===== src/rtl/sadd_pkg.sv =====
package sadd_pkg;

    // Sequence position of the operand/result controller.
    typedef enum logic [2:0] {
        ST_A_LO    = 3'd0,
        ST_A_HI    = 3'd1,
        ST_B_LO    = 3'd2,
        ST_B_HI    = 3'd3,
        ST_ADD     = 3'd4,
        ST_SEND_LO = 3'd5,
        ST_SEND_HI = 3'd6
    } ctl_state_e;

    // Phases of one transmitter byte launch.
    typedef enum logic [1:0] {
        TX_IDLE  = 2'd0,
        TX_ARMED = 2'd1,
        TX_DRAIN = 2'd2
    } tx_state_e;

endpackage


===== src/rtl/sadd_rx_gate.sv =====
// Consumes one receiver byte per converted indication, issues the flush
// pulse and blocks re-counting until converted has fallen.
module sadd_rx_gate (
    input  logic clk,
    input  logic rst,
    input  logic rx_converted,
    input  logic accept,
    output logic take,
    output logic rx_flush
);

    typedef struct packed {
        logic allow;
        logic flush;
    } gate_t;

    gate_t gate_d, gate_q;

    assign take     = accept && rx_converted && gate_q.allow;
    assign rx_flush = gate_q.flush;

    always_comb begin
        gate_d       = gate_q;
        gate_d.flush = take;
        if (take) begin
            gate_d.allow = 1'b0;
        end else if (!gate_q.allow && !gate_q.flush && !rx_converted) begin
            gate_d.allow = 1'b1;
        end
    end

    always_ff @(posedge clk) begin
        if (rst) begin
            gate_q.allow <= 1'b1;
            gate_q.flush <= 1'b0;
        end else begin
            gate_q <= gate_d;
        end
    end


    flush_pulse_chk: assert property (@(posedge clk) disable iff (rst)
        rx_flush |=> !rx_flush)
        else $error("flush wider than one cycle");


    no_retake_chk: assert property (@(posedge clk) disable iff (rst)
        rx_flush |-> !take)
        else $error("byte taken during its own flush");

endmodule


===== src/rtl/sadd_tx_seq.sv =====
// Launches one byte to the transmitter and reports when it has finished.
module sadd_tx_seq #(
    parameter int BYTE_W = 8
) (
    input  logic              clk,
    input  logic              rst,
    input  logic              req,
    input  logic [BYTE_W-1:0] req_byte,
    input  logic              tx_busy,
    output logic              tx_start,
    output logic [BYTE_W-1:0] tx_byte,
    output logic              done
);
    import sadd_pkg::*;

    typedef struct packed {
        tx_state_e         st;
        logic              start;
        logic [BYTE_W-1:0] data;
    } seq_t;

    seq_t seq_d, seq_q;

    assign tx_start = seq_q.start;
    assign tx_byte  = seq_q.data;
    assign done     = (seq_q.st == TX_DRAIN) && !tx_busy;

    always_comb begin
        seq_d       = seq_q;
        seq_d.start = 1'b0;
        case (seq_q.st)
            TX_IDLE: begin
                if (req && !tx_busy) begin
                    seq_d.start = 1'b1;
                    seq_d.data  = req_byte;
                    seq_d.st    = TX_ARMED;
                end
            end
            TX_ARMED: begin
                if (tx_busy) seq_d.st = TX_DRAIN;
            end
            TX_DRAIN: begin
                if (!tx_busy) seq_d.st = TX_IDLE;
            end
            default: seq_d.st = TX_IDLE;
        endcase
    end

    always_ff @(posedge clk) begin
        if (rst) begin
            seq_q.st    <= TX_IDLE;
            seq_q.start <= 1'b0;
            seq_q.data  <= '0;
        end else begin
            seq_q <= seq_d;
        end
    end


    start_idle_chk: assert property (@(posedge clk) disable iff (rst)
        tx_start |-> !$past(tx_busy))
        else $error("start issued while transmitter busy");


    start_pulse_chk: assert property (@(posedge clk) disable iff (rst)
        tx_start |=> !tx_start)
        else $error("start wider than one cycle");

endmodule


===== src/rtl/serial_adder_ctrl.sv =====
module serial_adder_ctrl #(
    parameter int BYTE_W = 8
) (
    input  logic                clk,
    input  logic                rst,
    input  logic [BYTE_W-1:0]   rx_byte,
    input  logic                rx_converted,
    output logic                rx_flush,
    output logic [BYTE_W-1:0]   tx_byte,
    output logic                tx_start,
    input  logic                tx_busy,
    output logic [2*BYTE_W-1:0] sum_disp,
    output logic                carry
);
    import sadd_pkg::*;

    localparam int OPND_W = 2 * BYTE_W;

    typedef struct packed {
        ctl_state_e        st;
        logic [BYTE_W-1:0] lo_buf;
        logic [OPND_W-1:0] opa;
        logic [OPND_W-1:0] opb;
        logic [OPND_W-1:0] sum;
        logic              cy;
    } ctl_t;

    ctl_t ctl_d, ctl_q;

    logic              accept;
    logic              take;
    logic              tx_req;
    logic [BYTE_W-1:0] tx_req_byte;
    logic              tx_done;
    logic [OPND_W:0]   total;

    assign accept = (ctl_q.st == ST_A_LO) || (ctl_q.st == ST_A_HI) ||
                    (ctl_q.st == ST_B_LO) || (ctl_q.st == ST_B_HI);

    sadd_rx_gate u_gate (
        .clk          (clk),
        .rst          (rst),
        .rx_converted (rx_converted),
        .accept       (accept),
        .take         (take),
        .rx_flush     (rx_flush)
    );

    sadd_tx_seq #(.BYTE_W(BYTE_W)) u_txseq (
        .clk      (clk),
        .rst      (rst),
        .req      (tx_req),
        .req_byte (tx_req_byte),
        .tx_busy  (tx_busy),
        .tx_start (tx_start),
        .tx_byte  (tx_byte),
        .done     (tx_done)
    );

    assign total = {1'b0, ctl_q.opa} + {1'b0, ctl_q.opb};

    always_comb begin
        ctl_d       = ctl_q;
        tx_req      = 1'b0;
        tx_req_byte = ctl_q.sum[BYTE_W-1:0];
        case (ctl_q.st)
            ST_A_LO: begin
                if (take) begin
                    ctl_d.lo_buf = rx_byte;
                    ctl_d.st     = ST_A_HI;
                end
            end
            ST_A_HI: begin
                if (take) begin
                    ctl_d.opa = {rx_byte, ctl_q.lo_buf};
                    ctl_d.st  = ST_B_LO;
                end
            end
            ST_B_LO: begin
                if (take) begin
                    ctl_d.lo_buf = rx_byte;
                    ctl_d.st     = ST_B_HI;
                end
            end
            ST_B_HI: begin
                if (take) begin
                    ctl_d.opb = {rx_byte, ctl_q.lo_buf};
                    ctl_d.st  = ST_ADD;
                end
            end
            ST_ADD: begin
                ctl_d.sum = total[OPND_W-1:0];
                ctl_d.cy  = total[OPND_W];
                ctl_d.st  = ST_SEND_LO;
            end
            ST_SEND_LO: begin
                tx_req      = 1'b1;
                tx_req_byte = ctl_q.sum[BYTE_W-1:0];
                if (tx_done) ctl_d.st = ST_SEND_HI;
            end
            ST_SEND_HI: begin
                tx_req      = 1'b1;
                tx_req_byte = ctl_q.sum[OPND_W-1:BYTE_W];
                if (tx_done) ctl_d.st = ST_A_LO;
            end
            default: ctl_d.st = ST_A_LO;
        endcase
    end

    always_ff @(posedge clk) begin
        if (rst) begin
            ctl_q.st     <= ST_A_LO;
            ctl_q.lo_buf <= '0;
            ctl_q.opa    <= '0;
            ctl_q.opb    <= '0;
            ctl_q.sum    <= '0;
            ctl_q.cy     <= 1'b0;
        end else begin
            ctl_q <= ctl_d;
        end
    end

    assign sum_disp = ctl_q.sum;
    assign carry    = ctl_q.cy;


    sum_hold_chk: assert property (@(posedge clk) disable iff (rst)
        (ctl_q.st != ST_ADD) |=> ($stable(sum_disp) && $stable(carry)))
        else $error("result changed outside the add step");


    fourth_byte_chk: assert property (@(posedge clk) disable iff (rst)
        (take && ctl_q.st == ST_B_HI) |=> (ctl_q.st == ST_ADD))
        else $error("fourth byte did not lead to the add step");


    restart_chk: assert property (@(posedge clk) disable iff (rst)
        (ctl_q.st == ST_SEND_HI && tx_done) |=> (ctl_q.st == ST_A_LO))
        else $error("no restart after the high result byte");


    no_start_in_rx_chk: assert property (@(posedge clk) disable iff (rst)
        (accept && $past(accept)) |-> !tx_start)
        else $error("transmit started while collecting operands");

endmodule


===== config.mk =====
export PLATFORM = sky130hd
export DESIGN_NAME = serial_adder_ctrl
export DESIGN_NICKNAME = d
export VERILOG_FILES = /design/src/rtl/sadd_pkg.sv /design/src/rtl/sadd_rx_gate.sv /design/src/rtl/sadd_tx_seq.sv /design/src/rtl/serial_adder_ctrl.sv
export SDC_FILE = /design/constraint.sdc
export NUM_CORES = 1
export LEC_CHECK = 0
export BUFFER_PORTS_ARGS = -buffer_cell sky130_fd_sc_hd__buf_2
export CORE_ASPECT_RATIO = 0.8
export CORE_MARGIN = 1
export CORE_UTILIZATION = 50
export DETAILED_ROUTE_END_ITERATION = 8
export PLACE_DENSITY = 0.82
export SYNTH_ARGS = -nofsm -noshare
export SYNTH_HDL_FRONTEND = slang
export SYNTH_SLANG_ARGS = --single-unit
export TNS_END_PERCENT = 100

===== constraint.sdc =====
create_clock -name clk -period 6.16 [get_ports clk]
set_input_delay 0.616 -clock clk [delete_from_list [all_inputs] [get_ports clk]]
set_output_delay 0.616 -clock clk [all_outputs]
set_load 0.01 [all_outputs]

# Yosys cells after proc, flatten, opt, wreduce, memory -nomap -nowiden
# Cells that the tools add are included.
# totals
ff_bits,73
inputBits,12
# op_classes
n_addsub,1
eq_ne,17
muxes,16
n_bitwise,1
n_reduce_logical,25
# ops
operator,count
2-to-1 mux 11 bit,3
case mux 3 bit (7 select lines),1
adder 16 x 16 -> 17 bit,1
"inequality test 2 bit, second input constant",8
case mux 8 bit (2 select lines),1
2-to-1 mux 3 bit,4
"== test 3 bit, second input constant",3
2-to-1 mux 8 bit,1
"== test 3 x 2 -> 1 bit, second input constant",2
logical AND 1 bit,6
case mux 2 bit (3 select lines),1
AND reduction 2 bit,3
AND reduction 3 bit,2
AND reduction 6 bit,1
logical NOT 1 bit,4
2-to-1 mux 2 bit,2
nonzero test 2 bit,2
OR reduction 2 bit,2
"== test 3 x 1 -> 1 bit, second input constant",1
logical NOT 3 bit,1
logical OR 1 bit,3
2-to-1 mux 1 bit,3
"== test 2 x 1 -> 1 bit, second input constant",1
"== test 2 bit, second input constant",1
3 further kinds,3

# Depth between registers and ports, before layout
# Gate-level depths: netlist of run 1.
# depth
depth_word,8
depth_mapped,8
mapped_depth_nobuf,8

# By module
# From an unflattened synthesis of run 1, not the netlist that was laid out.
# hier_totals
cells_unflattened,457
hier_area_um2,3849.9
# modules_own_cells
module,instances,cells_each,area_each_um2,seq_area_each_um2
serial_adder_ctrl,1,397,3229.3,1201.2
sadd_tx_seq,1,53,536.8,220.2
sadd_rx_gate,1,7,83.8,40.0

# Worst setup path after synthesis of run 1
# Ideal clock, no wire load.
# synth_timing
path_kind,reg-to-reg
startpoint,register ctl_q[17] in the netlist's numbering
endpoint,register ctl_q (netlist bit sum_disp[14])
setup_ps,127
arrival_time_ps,2112
t_required_ps,6033
slack_ps,3921
stages_incl_launch_ff,9
path_buffers,0
synth_period_minus_slack_ps,2239
path_cell_list,dfxtp_1 ha_1 fa_1 a21oi_2 o21ai_1 o21ba_1 a221o_1 nand4_1 or3b_1
# synth_via
elab_chain_cells,1
# synth_lines
item,line_no,text
from (decl),serial_adder_ctrl.sv:28,"ctl_t ctl_d, ctl_q;"
from (signal assigned),serial_adder_ctrl.sv:119,ctl_q <= ctl_d;
adder 16 x 16 -> 17 bit,serial_adder_ctrl.sv:60,"assign total = {1'b0, ctl_q.opa} + {1'b0, ctl_q.opb};"
# Every way passes these cells.
# A chain may end at the register's enable or synchronous reset.

# Final worst setup path of run 1
# Ends and elaborated chain as after synthesis.

==> impl_metrics.tcl, run 1 <==
set metrics [dict create \
    status "finished, final reports clean" \
    synth.most_common_cell "nand2_1" \
    drt-total-wl_um 8410 \
    fin_nets 481 \
    synthesis.nets 479 \
    syn_to_final_growth_pct 4.89 \
    antenna_found_initial 0 \
    wl_per_cell_um 15.5 \
    final_core_util_pct 54.6 \
    die_x_um 96.9 \
    htree_levels 3 \
    crit_buf_inv 0 \
    p_leak_uw 0.00159 \
    reg2regPathDepth 8 \
    grt_max_degree 69 \
    worst_pin_slew_ns 0.763 \
    gp_congestion 0.935 \
    dp.final_hpwl_um 5940 \
    cp_cell_sequence "ha_1 -> fa_1 -> a21oi_2 -> o21ai_1 -> o21ba_1 -> a221o_1 -> nand4_1 -> or3b_1" \
    layout-drive-gt1-share_pct 12.6 \
    whs_ns 0.461 \
    design_power_total_uw 857 \
    relSlewSlack_pct 49.0 \
    timing.final.crit_share_pct 39.9 \
    first_global_vias 2592 \
    nFillCells 637 \
    rows 27 \
    cp.required_ns 6.39 \
    arrival_ns 2.69 \
    postCtsSetupBuffers 0 \
    critPathSlowestCell "fa_1" \
    ys_ff_latch 73 \
    ys_warn_count 0 \
    rr_endpoint "sum_disp[14]" \
    clock_skew_ns 0.00442 \
    ctsHoldBuffers 0 \
    min_period_ns 2.46 \
    hold_violations 0 \
    critPathTopFamily "compound AO/OA/AOI/OAI gates" \
    power.density_nw_per_um2 227 \
    clk_latency_ns 0.35 \
    endpoint "sum_disp[14]" \
    final.setup.tns_ns 0 \
    cp-startpoint "ctl_q[17]" \
    cts.reportedPaths.clkPinSlew_ns 0.07 \
    via_count 3095 \
    async_reset_ff_share_pct 0 \
    end_kind "flip-flop" \
    root_buffer "clkbuf_8" \
    numCtsBuffers 9 \
    dieArea_sq_um 7560 \
    synthFlopType "dfxtp_1" \
    diodes 0 \
    synth_top_area_share_pct 40.5 \
    grt.total_usage_pct 22.2 \
    ys_top_cells_by_count "nand2_1, dfxtp_1, a21oi_1" \
    ir_drop_mv 0.134 \
    placedInstanceArea_sq_um 3630 \
    drt_first_iter_violations 304 \
    cts.path.max_buffers 2 \
    critPathLaunchType "flip-flop" \
    start_util_pct 52.1 \
    synthesis.area_sq_um 3610 \
    antenna_left 0 \
    synth_area_leaders "dfxtp_1, nand2_1, a21oi_1, ha_1, mux2i_1" \
    cpPeakStageDelay_ns 0.43 \
    die_y_um 78.0 \
    crit_fanout 5 \
    critPathKind "reg2reg" \
    ios 39 \
    synth.yosys.seq_area_share_pct 40.5 \
    overflow 0 \
    rsz0062_at_grt "false" \
    viasPerCell 5.72 \
    portBuffers 38 \
    syn_avg_cell_area_sq_um 8.01 \
    first_pass_iters 5 \
    final_max_slew_viol_count 0 \
    core_area_sq_um 6930 \
    clock-sinks 73 \
    cts_resized 0 \
    cp.depth 8 \
    yosysTopAreaCell "dfxtp_1" \
    final_area_sq_um 3780 \
    maxCapViolations 0 \
    drc 0 \
    r2r_slack_ns 3.70 \
    grt_pass1_wl_um 13200 \
    hold_class "reg2reg" \
    cts_tree "built" \
    synth_edf_count 0 \
    ys_types 49 \
    min_path_cells 2 \
    rr_startpoint "ctl_q[17]" \
    finalSetupViolCount 0 \
    synth_cells 450 \
    max_freq_ghz 0.407 \
]
==> per-layer routing <==
layer  part of all wire [%]  GRT usage (%)  up-vias
met5                      0              0        -
met4                    1.4           7.76        0
met3                    6.8           5.23       14
met2                     44           33.3      119
met1                     48           31.2     1435
li1                       -              -     1527
==> registers in the layout, indices dropped and copies added, names as in the netlist <==
register          flops
ctl_q                43
sum_disp             16
u_txseq.tx_byte       8
u_txseq.seq_q         2
carry                 1
u_gate.gate_q         1
u_gate.rx_flush       1
u_txseq.tx_start      1
==> cells in the final DEF (no fill, tap or decap), drive strengths merged, types with 3 or more instances in the layout <==
master  instances
nand2          92
dfxtp          73
a21oi          60
nor2           45
buf            39
mux2i          18
ha             16
nand3          14
clkbuf         12
o21ai          10
nor3            6
nor2b           5
xnor2           5
inv             4
and3            4
nand4           4
o311ai          4
a211oi          4
a31oi           3
nand3b          3
a21o            3
or2             3
==> logic make-up (layout without fill, tap and decap cells) <==
logic type                 after synthesis  in the layout  synth area share (%)
AOI/OAI and AO/OA                       98             98                  16.2
xor gates and xnor gates                 7              7                  1.70
adders and majority gates               17             17                  6.11
buffers and inverters                   52             56                  8.19
DFF                                     73             73                  40.5
muxes                                   18             18                  5.00
and+or+nand+nor                        185            185                  22.3
==> area by class of cell <==
| type | count | area [sq um] | area share [%] |
|---|---|---|---|
| tap | 87 | 109 | 2.88 |
| clock inverter | 1 | 5.00 | 0.132 |
| sequential | 73 | 1460 | 38.6 |
| clock buffer | 12 | 145 | 3.84 |
| timing repair buffer | 39 | 198 | 5.23 |
| multi-input combinational | 325 | 1850 | 48.9 |
| inverter | 4 | 15.0 | 0.397 |
==> worst min-delay path by stage <==
stage | start | to | slack, ns
after global routing | ctl_q[17] | ctl_q[17] | 0.48
after global placement | ctl_q[48] | ctl_q[48] | 0.45
after CTS | tx_busy | u_txseq.seq_q[9] | 0.46
after floorplan | ctl_q[33] | ctl_q[33] | 0.44
after detailed placement | ctl_q[47] | ctl_q[47] | 0.45
final | ctl_q[39] | ctl_q[39] | 0.46
==> worst reg2reg max path: stages (launching register included) <==
cell     delay [ns]
dfxtp_1        0.32
ha_1           0.23
fa_1           0.43
a21oi_2        0.18
o21ai_1        0.11
o21ba_1        0.23
a221o_1        0.38
nand4_1        0.12
or3b_1         0.34
==> per-stage QoR <==
step / setup slack (ns) / instances
finish: 3.70 / 541
global route: 3.61 / 541
CTS: 3.74 / 541
detailed placement: 3.69 / 528
global placement: 3.76 / 528
floorplan: 3.92 / 450
==> power breakdown <==
group / switching, uW / total (uW) / internal [uW]
logic: 36.0 / 54.4 / 18.4
clock network: 163 / 313 / 150
registers: 8.41 / 490 / 481
(Power assumes the default switching activity.)
==> inputs of run 2 (changes only) <==
Settings changed: PLACE_DENSITY 0.82 to 0.84.
Clock period 6.16 ns to 2.2 ns, I/O delays scaled along.
==> impl_metrics.tcl, run 2 (synthesis results as in run 1) <==
set metrics [dict create \
    portBuffers 38 \
    critPathKind "reg2reg" \
    wl_met2_um 3860 \
    setup_ws_ns -0.0250 \
    finalSetupViolCount 2 \
    overflow 0 \
    min_from "tx_busy" \
    cts.path.max_buffers 2 \
    ir_drop_mv 0.408 \
    htree_levels 3 \
    relSlewSlack_pct 55.3 \
    regMostFlops "ctl_q" \
    dieArea_sq_um 7560 \
    die_y_um 78.0 \
    largest_register_ffs 43 \
    power.density_nw_per_um2 609 \
    hold_class "in2reg" \
    layout_commonest_cell "nand2_1" \
    via_count 3189 \
    die_x_um 96.9 \
    drc 0 \
    core_area_sq_um 6930 \
    grt_max_degree 43 \
    nFillCells 647 \
    wl_per_cell_um 15.6 \
    arrival_ns 2.46 \
    diodes 0 \
    status "finished with violations" \
    wl_met1_um 4110 \
    grt_pass1_wl_um 14200 \
    cts_tree "built" \
    highest_layer "met4" \
    critPathLaunchType "flip-flop" \
    numCtsBuffers 9 \
    cts.reportedPaths.clkPinSlew_ns 0.07 \
    clock_skew_ns 0.00714 \
    final.setup.tns_ns -0.0447 \
    timing.final.crit_share_pct 101 \
    crit_fanout 4 \
    end_kind "flip-flop" \
    root_buffer "clkbuf_8" \
    p_leak_uw 0.00166 \
    dp_slack_ns -0.0473 \
    violations "negative setup slack" \
    maxCapViolations 0 \
    antenna_left 0 \
    grt.total_usage_pct 23.6 \
    drt_first_iter_violations 275 \
    rows 27 \
    start_util_pct 52.1 \
    dp.final_hpwl_um 6200 \
    rr_startpoint "ctl_q[18]" \
    drt-total-wl_um 8670 \
    gp_congestion 0.909 \
    multi_input_area_sq_um 1910 \
    antenna_found_initial 0 \
    fin_nets 497 \
    min_to "u_txseq.seq_q[9]" \
    min_period_ns 2.23 \
    worst_pin_slew_ns 0.669 \
    first_global_vias 2878 \
    rr_endpoint "sum_disp[11]" \
    syn_to_final_growth_pct 10.2 \
    min_path_cells 2 \
    viasPerCell 5.74 \
    cp.required_ns 2.44 \
    layout-drive-gt1-share_pct 18.8 \
    ios 39 \
    clk_latency_ns 0.35 \
    hold_violations 0 \
    regArea_sq_um 1470 \
    first_pass_iters 5 \
    reg2regPathDepth 7 \
    r2r_slack_ns -0.03 \
    max_freq_ghz 0.449 \
    rsz0062_at_grt "true" \
    layout_common_cells "nand2_1, dfxtp_1, a21oi_1, nor2_1, buf_2" \
    wl_met3_um 625 \
    final_max_slew_viol_count 0 \
    clock-sinks 73 \
]
==> run 2: cell count changes in the layout (fill, tap and decap cells not counted), moves of 2 or more <==
cell      change
dfxtp_1       -4
ha_1          -2
ha_4          +2
a21oi_2       +3
a21oi_1       -3
o311ai_1      +2
dfxtp_2       +4
buf_4        +16
clkbuf_1      -2
o311ai_0      -3
==> run 2: cell type report <==
class,count,area share (%)
Clock buffer,11,3.81
Multi-Input combinational cell,325,48.1
Tap cell,87,2.74
Timing Repair Buffer,55,7.99
Sequential cell,73,36.9
Clock inverter,1,0.126
Inverter,4,0.378
==> run 2: layer usage <==
layer  vias up  track usage (%)
li1       1561                -
met1      1496             32.5
met2       123             37.0
met3         9             6.58
met4         0             5.22
met5         -                0
==> run 2: what timing repair did <==
item	4_1_cts	5_1_grt
endpoints found under the setup margin	3	7
buffers inserted	1	3
pin swaps	2	8
gates resized for setup	6	12
hold buffers	0	0
==> run 2: worst max-delay path: stages, from the launching register on <==
cell and delay (ns):
dfxtp_2 0.34, ha_1 0.28, a21oi_1 0.22, nor3b_1 0.12, o211ai_1 0.45, a211oi_2 0.14
or3_1 0.33, a32o_1 0.25
==> run 2: report_power, final <==
group          internal [uW]  leakage [uW]  switching (uW)  total (uW)
clock network            444     0.0000830             447         890
logic                   56.0      0.000985             103         159
registers               1350      0.000592            24.2        1370
total                   1850       0.00166             574        2420
==> run 2: how the worst max path moves through the flow <==
stage	from	slack, ns	to
final	ctl_q[18]	-0.03	sum_disp[11]
after detailed placement	ctl_q[17]	-0.05	sum_disp[14]
after global placement	ctl_q[17]	-0.004	sum_disp[14]
after floorplan	ctl_q[17]	0.02	sum_disp[14]
after CTS	ctl_q[17]	-0.008	sum_disp[14]
after global routing	ctl_q[17]	-0.11	sum_disp[14]
==> run 2: stage by stage <==
stage	std cells	instance area, sq um	hold slack (ns)	power, uW	utilization (%)
finish	556	3980	0.0720	2420	57.4
global route	556	3980	0.0803	2510	57.4
CTS	553	3900	0.0629	2440	56.4
detailed placement	540	3720	0.440	1560	53.8
global placement	540	3720	0.423	1550	53.8
floorplan	450	3610	0.299	1500	-
